`src/rtl/dps_pkg.sv`:
```
// Shared types for the dual-plane status reporter.
package dps_pkg;
    typedef enum logic [1:0] {
        OP_IDLE  = 2'd0,
        OP_PROG  = 2'd1,
        OP_ERASE = 2'd2,
        OP_RSVD  = 2'd3
    } op_kind_e;

    typedef enum logic [2:0] {
        CLS_ARRAY,
        CLS_PROG,
        CLS_ERASE,
        CLS_SUSP,
        CLS_PROG_SUSP
    } rd_class_e;
endpackage

```
`src/rtl/dps_read_classify.sv`:
```
// Decides what kind of word a read at the given sector should return.
// Assumes: the plane is the MSB of the sector field. An erase is never
// reported together with a suspended erase.
module dps_read_classify
    import dps_pkg::*;
#(
    parameter int SECT_W = 4
) (
    input  logic [1:0]        op_kind,
    input  logic              op_plane,
    input  logic              susp_valid,
    input  logic [SECT_W-1:0] susp_sect,
    input  logic [SECT_W-1:0] rd_sect,
    output rd_class_e         cls
);
    logic plane_hit;
    logic sect_hit;

    assign plane_hit = (rd_sect[SECT_W-1] == op_plane);
    assign sect_hit  = susp_valid && (rd_sect == susp_sect);

    // Busy-plane cases take priority over the suspended-sector case.
    always_comb begin
        cls = CLS_ARRAY;
        if (op_kind == OP_PROG && plane_hit) begin
            cls = susp_valid ? CLS_PROG_SUSP : CLS_PROG;
        end else if (op_kind == OP_ERASE && plane_hit) begin
            cls = CLS_ERASE;
        end else if (sect_hit) begin
            cls = CLS_SUSP;
        end
    end
endmodule

```
`src/rtl/dps_toggle_bank.sv`:
```
// A bank of toggle flip-flops that advance on qualified reads.
// Assumes: clear has priority over advance. The value seen in a clear
// cycle is already the cleared value.
module dps_toggle_bank #(
    parameter int N = 2
) (
    input  logic         clk,
    input  logic         rst_n,
    input  logic         clear,
    input  logic [N-1:0] adv,
    output logic [N-1:0] eff
);
    logic [N-1:0] q;

    for (genvar i = 0; i < N; i++) begin : g_tgl
        // Holds one toggle; reset and clear load 0, a qualified read inverts.
        always_ff @(posedge clk) begin
            if (!rst_n || clear) begin
                q[i] <= 1'b0;
            end else if (adv[i]) begin
                q[i] <= ~q[i];
            end
        end
        assign eff[i] = clear ? 1'b0 : q[i];
    end
endmodule

```
`src/rtl/dps_status_mux.sv`:
```
// Composes the word returned for a read from its class, the toggles and
// the array word.
// Assumes: DATA_W >= 8.
module dps_status_mux
    import dps_pkg::*;
#(
    parameter int DATA_W = 16
) (
    input  rd_class_e         cls,
    input  logic              t6,
    input  logic              t2,
    input  logic              last_bit7,
    input  logic [DATA_W-1:0] array_data,
    output logic [DATA_W-1:0] word
);
    // Overlays bits 7, 6 and 2 according to the read class.
    always_comb begin
        word = array_data;
        unique case (cls)
            CLS_PROG: begin
                word[7] = ~last_bit7;
                word[6] = t6;
                word[2] = 1'b1;
            end
            CLS_PROG_SUSP: begin
                word[7] = ~last_bit7;
                word[6] = t6;
                word[2] = t2;
            end
            CLS_ERASE: begin
                word[7] = 1'b0;
                word[6] = t6;
                word[2] = t2;
            end
            CLS_SUSP: begin
                word[7] = 1'b1;
                word[6] = 1'b1;
                word[2] = t2;
            end
            default: ;
        endcase
    end
endmodule

```
`src/rtl/dual_plane_status.sv`:
```
// Top of the status reporter. It registers the read word on each strobe
// and drives ready/busy from the current operation kind.
// Assumes: op_start is a single-cycle pulse. rd_strobe marks a completed
// read of the word on array_data.
module dual_plane_status
    import dps_pkg::*;
#(
    parameter int SECT_W = 4,
    parameter int DATA_W = 16
) (
    input  logic              clk,
    input  logic              rst_n,
    input  logic              op_start,
    input  logic [1:0]        op_kind,
    input  logic              op_plane,
    input  logic              susp_valid,
    input  logic [SECT_W-1:0] susp_sect,
    input  logic              last_bit7,
    input  logic              rd_strobe,
    input  logic [SECT_W-1:0] rd_sect,
    input  logic [DATA_W-1:0] array_data,
    output logic [DATA_W-1:0] rd_data,
    output logic              busy_n
);
    localparam int NTGL = 2;
    localparam int T6   = 0;
    localparam int T2   = 1;

    rd_class_e         cls;
    logic [NTGL-1:0]   adv;
    logic [NTGL-1:0]   eff;
    logic [DATA_W-1:0] word;
    logic              running;

    dps_read_classify #(.SECT_W(SECT_W)) u_cls (
        .op_kind   (op_kind),
        .op_plane  (op_plane),
        .susp_valid(susp_valid),
        .susp_sect (susp_sect),
        .rd_sect   (rd_sect),
        .cls       (cls)
    );

    // Selects which toggles a strobed read of this class advances.
    always_comb begin
        adv[T6] = rd_strobe && (cls == CLS_PROG || cls == CLS_ERASE ||
                                cls == CLS_PROG_SUSP);
        adv[T2] = rd_strobe && (cls == CLS_ERASE || cls == CLS_SUSP ||
                                cls == CLS_PROG_SUSP);
    end

    dps_toggle_bank #(.N(NTGL)) u_tgl (
        .clk  (clk),
        .rst_n(rst_n),
        .clear(op_start),
        .adv  (adv),
        .eff  (eff)
    );

    dps_status_mux #(.DATA_W(DATA_W)) u_mux (
        .cls       (cls),
        .t6        (eff[T6]),
        .t2        (eff[T2]),
        .last_bit7 (last_bit7),
        .array_data(array_data),
        .word      (word)
    );

    assign running = (op_kind == OP_PROG) || (op_kind == OP_ERASE);

    // Captures the composed word on each read strobe.
    always_ff @(posedge clk) begin
        if (!rst_n) begin
            rd_data <= '0;
        end else if (rd_strobe) begin
            rd_data <= word;
        end
    end

    // Drives ready/busy low while a program or erase runs.
    always_ff @(posedge clk) begin
        if (!rst_n) begin
            busy_n <= 1'b1;
        end else begin
            busy_n <= ~running;
        end
    end
endmodule

```
`config.mk`:
```
export PLATFORM = sky130hd
export DESIGN_NAME = dual_plane_status
export DESIGN_NICKNAME = d
export VERILOG_FILES = /design/src/rtl/dps_pkg.sv /design/src/rtl/dps_read_classify.sv /design/src/rtl/dps_toggle_bank.sv /design/src/rtl/dps_status_mux.sv /design/src/rtl/dual_plane_status.sv
export SDC_FILE = /design/constraint.sdc
export NUM_CORES = 1
export LEC_CHECK = 0
export BUFFER_PORTS_ARGS = -buffer_cell sky130_fd_sc_hd__buf_2
export CAP_MARGIN = 20
export CORE_AREA = 2 2 51 53
export CTS_CLUSTER_SIZE = 25
export DETAILED_ROUTE_END_ITERATION = 8
export DIE_AREA = 0 0 53 55
export PLACE_DENSITY = 0.74
export SYNTH_ARGS = -nofsm -noshare
export SYNTH_HDL_FRONTEND = slang
export SYNTH_SLANG_ARGS = --single-unit
```
`constraint.sdc`:
```
create_clock -name clk -period 0.9 [get_ports clk]
set_input_delay 0.045 -clock clk [delete_from_list [all_inputs] [get_ports clk]]
set_output_delay 0.045 -clock clk [all_outputs]
set_load 0.05 [all_outputs]
```
==> metrics, run 1 <==
status=complete, no violations; placed cells=170; CP Depth=1; initial drt markers=10; Post-synth EDFFs=0; Filler cells=189; Net Count, Synth=123; reg-to-reg startpoint=u_tgl.q[1]$_SDFFE_PP0P_; Final ANT Viol Nets=0; FP Rows=18; Fmax achieved=1147 MHz; # port buffers=49; critical path's slowest cell=dfxtp_1; Largest stage delay, worst path=340 ps; Final GP Congestion=0.8136; die width=53 um; worst r2r path cells=4; vias per cell=4.527; hpwl dp=1607 um; Remaining DRCs=0; Min-Delay Path Class=primary input to flip-flop; initial antenna violation count=0; min Tclk post-route=871.9 ps; worst-skew pair later-pin latency=300 ps; CP Data Required Time=850 ps; hold_ws=1.096 ps; post-synthesis sequential area ratio=0.4544; # IOs=50; Synth async-reset ratio=0; unrepaired setup endpoints after global routing=no; CTS tree=built; First-pass DRT Iterations=4; crit path capture=busy_n; clock sinks=19; final hold violations=0; final WL=2339 um; Post-CTS Setup Bufs=0; Yosys warning count=0; Clk pin slew, worst setup/hold paths=100 ps; Synth top area share=0.4544; Worst Setup End Kind=primary output; crit path DAT=830 ps; power density cells=1358 mW/mm^2; WL/cell=12.58 um; Area contributors post-synth=dfxtp_1 45%, mux2i_1 16%, nor2_1 7.6%, xnor2_1 6.3%, ha_1 3.0%; Placeable Area=0.002365 sq mm; Fin Clk Skew=6.011 ps; largest net degree at the start of global routing=19; R2R setup slack=50 ps; first-pass GRT wire length=3739 um; Slew Limit Fails=0; layout cells sized above 1=0.5256; CP Launch Type=flip-flop; final setup fails=0; die area=0.002915 sq mm; Total GRT Usage=0.1770; leak pwr=0.0006849 uW; Num CTS Buffers=3; cell taking the most area after synthesis=dfxtp_1; antenna diode count=0; CP Class=flip-flop to primary output; area occupied by multi-input gates=452.9 sq um; tightest slew margin relative to the limit=0.8518; Clock Path Buffers=2; CP Cell Sequence=buf_4; Least-Margin Pin Slew=220.7 ps; Post-Layout Cell Count=186; synthesized cell area=837.1 sq um; Avg Cell Area, Syn=9.512 sq um; prevailing post-synth register cell=dfxtp_1; Worst R2R End=rd_data[2]$_SDFFE_PN0P_; Peak VDD IR=1.063 mV; FF+latch count, synth=19; Seq. cell area=400.4 sq um; grt ovf=0; Worst path top cell family by delay=flip-flops; Synth-to-Final Area Change=74.74%; vias after detailed routing=842; Buf/Inv on CP=1; chip height=55 um; Netlist cell types=24; H-Tree Depth=1; initial cell density of the core=0.3540; clk root buf=clkbuf_4; crit share post-route=0.9687; final net count=192; CP startpoint=busy_n$_SDFF_PN1_; vias in the first global route=875; Mapped Cells=88; crit path max fanout=1; # Max-Cap Violations=0
per-stage QoR:
step	utilization	power (uW)	TNS, ps	setup slack, ps	instance area [sq um]
3_3_place_gp	0.4989	1432	-686.3	-173.1	1180
2_1_floorplan	-	1262	0	2.701	853.3
3_5_place_dp	0.4989	1446	-868.5	-219.6	1180
6_report	0.6185	1986	0	28.13	1463
4_1_cts	0.5905	1948	0	0.8228	1396
5_1_grt	0.6185	2081	0	0.4498	1463
worst min-delay path by stage:
stage                   start                        to  depth (start not counted)  slack, ps
2_1_floorplan           rst_n         busy_n$_SDFF_PN1_                          1        120
3_3_place_gp    array_data[8]   rd_data[8]$_SDFFE_PN0P_                          3        280
3_5_place_dp    array_data[5]   rd_data[5]$_SDFFE_PN0P_                          3        290
4_1_cts        array_data[11]  rd_data[11]$_SDFFE_PN0P_                          3          5
5_1_grt        array_data[10]  rd_data[10]$_SDFFE_PN0P_                          3         30
6_report       array_data[11]  rd_data[11]$_SDFFE_PN0P_                          3          1
synth_stat cells, types with 2 or more instances:
| master | count |
|---|---|
| a21oi_1 | 2 |
| mux2i_1 | 13 |
| o21ai_2 | 2 |
| nor2_1 | 17 |
| nand2_1 | 2 |
| ha_1 | 2 |
| inv_1 | 5 |
| nand2b_1 | 3 |
| dfxtp_1 | 19 |
| xnor2_1 | 6 |
| buf_2 | 2 |
| nand3_1 | 2 |
| o21ai_0 | 2 |
metal layers:
| metal | track usage | routed length [um] | vias to the layer above |
|---|---|---|---|
| li1 | - | - | 432 |
| met1 | 0.1898 | 873 | 379 |
| met2 | 0.3250 | 1257 | 27 |
| met3 | 0.04301 | 173 | 4 |
| met4 | 0.08974 | 34 | 0 |
| met5 | 0 | 0 | - |
kinds of logic after synthesis:
group / after synthesis / share of synthesized area
mux: 13 / 0.1555
simple gates: 27 / 0.1435
flops: 19 / 0.4544
buf+inv: 8 / 0.03886
fa+ha+maj: 2 / 0.02989
compound gates: 13 / 0.1151
xor+xnor: 6 / 0.06278
worst min-delay path, delay by kind of cell:
family,cells,cell delay (ps)
buffers and inverters,1,70
muxes,1,60
and+or+nand+nor,1,80
layout make-up:
type / instances / area share
inverters: 5 / 0.01283
flip-flops and latches: 19 / 0.2737
well taps: 30 / 0.02566
repair buffers: 67 / 0.3593
clock inverters: 1 / 0.003422
multi-input cells: 61 / 0.3097
clock buffers: 3 / 0.01540
registers in the layout, indices dropped and copies added (netlist names):
register	cells
rd_data	16
u_tgl.q	2
busy_n	1
repair_timing:
item	in CTS	in global routing
hold buffers	12	0
setup endpoints to repair	17	18
resized for setup	24	26
endpoints found under the hold margin	12	0
where the power goes:
part           leakage (uW)  switching, uW  internal [uW]
clock             0.0000177            264            166
combinational      0.000505            339            282
sequential         0.000162           35.4            900
layout by cell type (no fill, tap or decap), types with 3 or more instances in the layout:
master         synthesis  routed
buf_4                  0       6
buf_6                  0      16
dlygate4sd3_1          0      12
nor2_1                17      17
nand2b_1               3       3
mux2i_1               13      13
xnor2_1                6       6
inv_1                  5       4
dfxtp_1               19       3
buf_2                  2      32
dfxtp_2                0      16
clkbuf_4               0       3
No activity file was read; power rests on OpenSTA's default activity.
==> inputs of run 2 (changes only) <==
==> constraint.sdc (replaced) <==
create_clock -name clk -period 0.9 [get_ports clk]
set_input_delay 0.045 -clock clk [delete_from_list [all_inputs] [get_ports clk]]
set_output_delay 0.045 -clock clk [all_outputs]
set_load 0.02 [all_outputs]
==> metrics, run 2 (synthesis results as in run 1) <==
Largest register FFs=16; met3 Use GR=0.02419; Total Power=1762 uW; First-pass DRT Iterations=4; vias after detailed routing=854; initial antenna violation count=0; Least-Margin Pin Slew=423.5 ps; antenna diode count=0; vias per cell=4.692; Peak VDD IR=1.120 mV; clock sinks=19; Worst Setup End Kind=primary output; grt ovf=0; Min-Delay Path Class=primary input to flip-flop; layout cells sized above 1=0.4211; Worst R2R End=rd_data[6]$_SDFFE_PN0P_; # IOs=50; crit share post-route=0.9471; Synth-to-Final Area Change=56.80%; Clk pin slew, worst setup/hold paths=100 ps; WL/cell=11.24 um; first-pass GRT wire length=3077 um; CTS tree=built; chip height=55 um; leak pwr=0.0006416 uW; reg-to-reg startpoint=u_tgl.q[0]$_SDFFE_PP0P_; Largest stage delay, worst path=350 ps; Clock Path Buffers=2; top flop regs=rd_data (16), u_tgl.q (2), busy_n (1); Slew Limit Fails=0; setup TNS after final layout=0 ps; min Tclk post-route=852.4 ps; clk root buf=clkbuf_4; CP Data Required Time=850 ps; CP Class=flip-flop to primary output; Num CTS Buffers=3; critical path's slowest cell=dfxtp_1; power density cells=1343 mW/mm^2; # Max-Cap Violations=0; Buf/Inv on CP=1; final hold violations=0; hold_ws=2.342 ps; Final ANT Viol Nets=0; R2R setup slack=60 ps; crit path DAT=810 ps; final core utilization=0.5550; largest net degree at the start of global routing=17; tightest slew margin relative to the limit=0.7174; final WL=2046 um; Hold Crit Depth=3; pre-CTS worst setup slack=-244.9 ps; die area=0.002915 sq mm; commonest non-fill, non-tap cell in the layout=buf_2; grt peak-use layer=met2; Remaining DRCs=0; Final GP Congestion=0.8361; FP Rows=18; Fmax achieved=1173 MHz; CP Cell Sequence=buf_2; final setup fails=0; H-Tree Depth=1; worst-skew pair later-pin latency=290 ps; Biggest register=rd_data; Filler cells=206; worst r2r path cells=3; Worst Hold End=rd_data[9]$_SDFFE_PN0P_; Worst path top cell family by delay=flip-flops; met1 Use GR=0.1565; setup ws final=47.63 ps; unrepaired setup endpoints after global routing=no; Total GRT Usage=0.1482; final net count=188; GR Layer Usage met2=0.2771; Placeable Area=0.002365 sq mm; initial drt markers=7; worst hold start=array_data[9]; vias in the first global route=771; CP Launch Type=flip-flop; crit path max fanout=2; initial cell density of the core=0.3540; commonest non-fill, non-tap cells in the layout=49 x buf_2, 18 x dfxtp_1, 17 x nor2_1, 13 x mux2i_1, 11 x dlygate4sd3_1; Fin Clk Skew=0.5851 ps; status=complete, no violations; die width=53 um; # port buffers=49
-- run 2: cell count changes in the layout (fill, tap and decap cells not counted), moves of 4 or more --
cell / previous run / this run
buf_4: 6 / 2
dfxtp_2: 16 / 1
buf_6: 16 / 0
dfxtp_1: 3 / 18
buf_2: 32 / 49
-- run 2: where the power goes --
| part | total (uW) | internal (uW) | switching, uW |
|---|---|---|---|
| Clock | 410 | 172 | 237 |
| Sequential | 915 | 891 | 23.6 |
| Combinational | 438 | 215 | 223 |
| Total | 1760 | 1280 | 484 |
-- run 2: how the worst max path moves through the flow --
stage / end / slack, ps / startpoint / depth (start not counted)
6_report: rd_data[13] / 50 / rd_data[13]$_SDFFE_PN0P_ / 1
5_1_grt: rd_data[13] / 0.1 / rd_data[13]$_SDFFE_PN0P_ / 1
4_1_cts: rd_data[2]$_SDFFE_PN0P_ / 8 / u_tgl.q[1]$_SDFFE_PP0P_ / 4
3_5_place_dp: u_tgl.q[1]$_SDFFE_PP0P_ / -240 / susp_sect[1] / 6
3_3_place_gp: u_tgl.q[1]$_SDFFE_PP0P_ / -170 / rd_sect[3] / 6
2_1_floorplan: rd_data[6]$_SDFFE_PN0P_ / 3 / op_kind[0] / 6
-- run 2: stage by stage --
step | cell area, sq um | instances
3_3_place_gp | 1156 | 167
4_1_cts | 1292 | 182
5_1_grt | 1313 | 182
6_report | 1313 | 182
2_1_floorplan | 852.1 | 88
3_5_place_dp | 1156 | 167
-- run 2: routing by layer --
| metal | vias up | share of wire |
|---|---|---|
| met5 | - | 0 |
| met4 | 0 | 0.016 |
| met3 | 4 | 0.080 |
| met2 | 42 | 0.50 |
| met1 | 381 | 0.41 |
| li1 | 427 | - |
-- run 2: area by class of cell --
class | instances | area, sq um | share of cell area
Tap cell | 30 | 37.54 | 0.02860
Sequential cell | 19 | 381.6 | 0.2908
Timing Repair Buffer | 63 | 390.4 | 0.2974
Inverter | 5 | 18.77 | 0.01430
Clock buffer | 4 | 26.28 | 0.02002
Multi-Input combinational cell | 61 | 457.9 | 0.3489
-- run 2: what timing repair did --
| item | in CTS | in global routing |
|---|---|---|
| endpoints found under the hold margin | 11 | 0 |
| gates resized for setup | 0 | 4 |
| setup buffers | 0 | 0 |
| setup endpoints to repair | 0 | 3 |
| hold buffers | 11 | 0 |
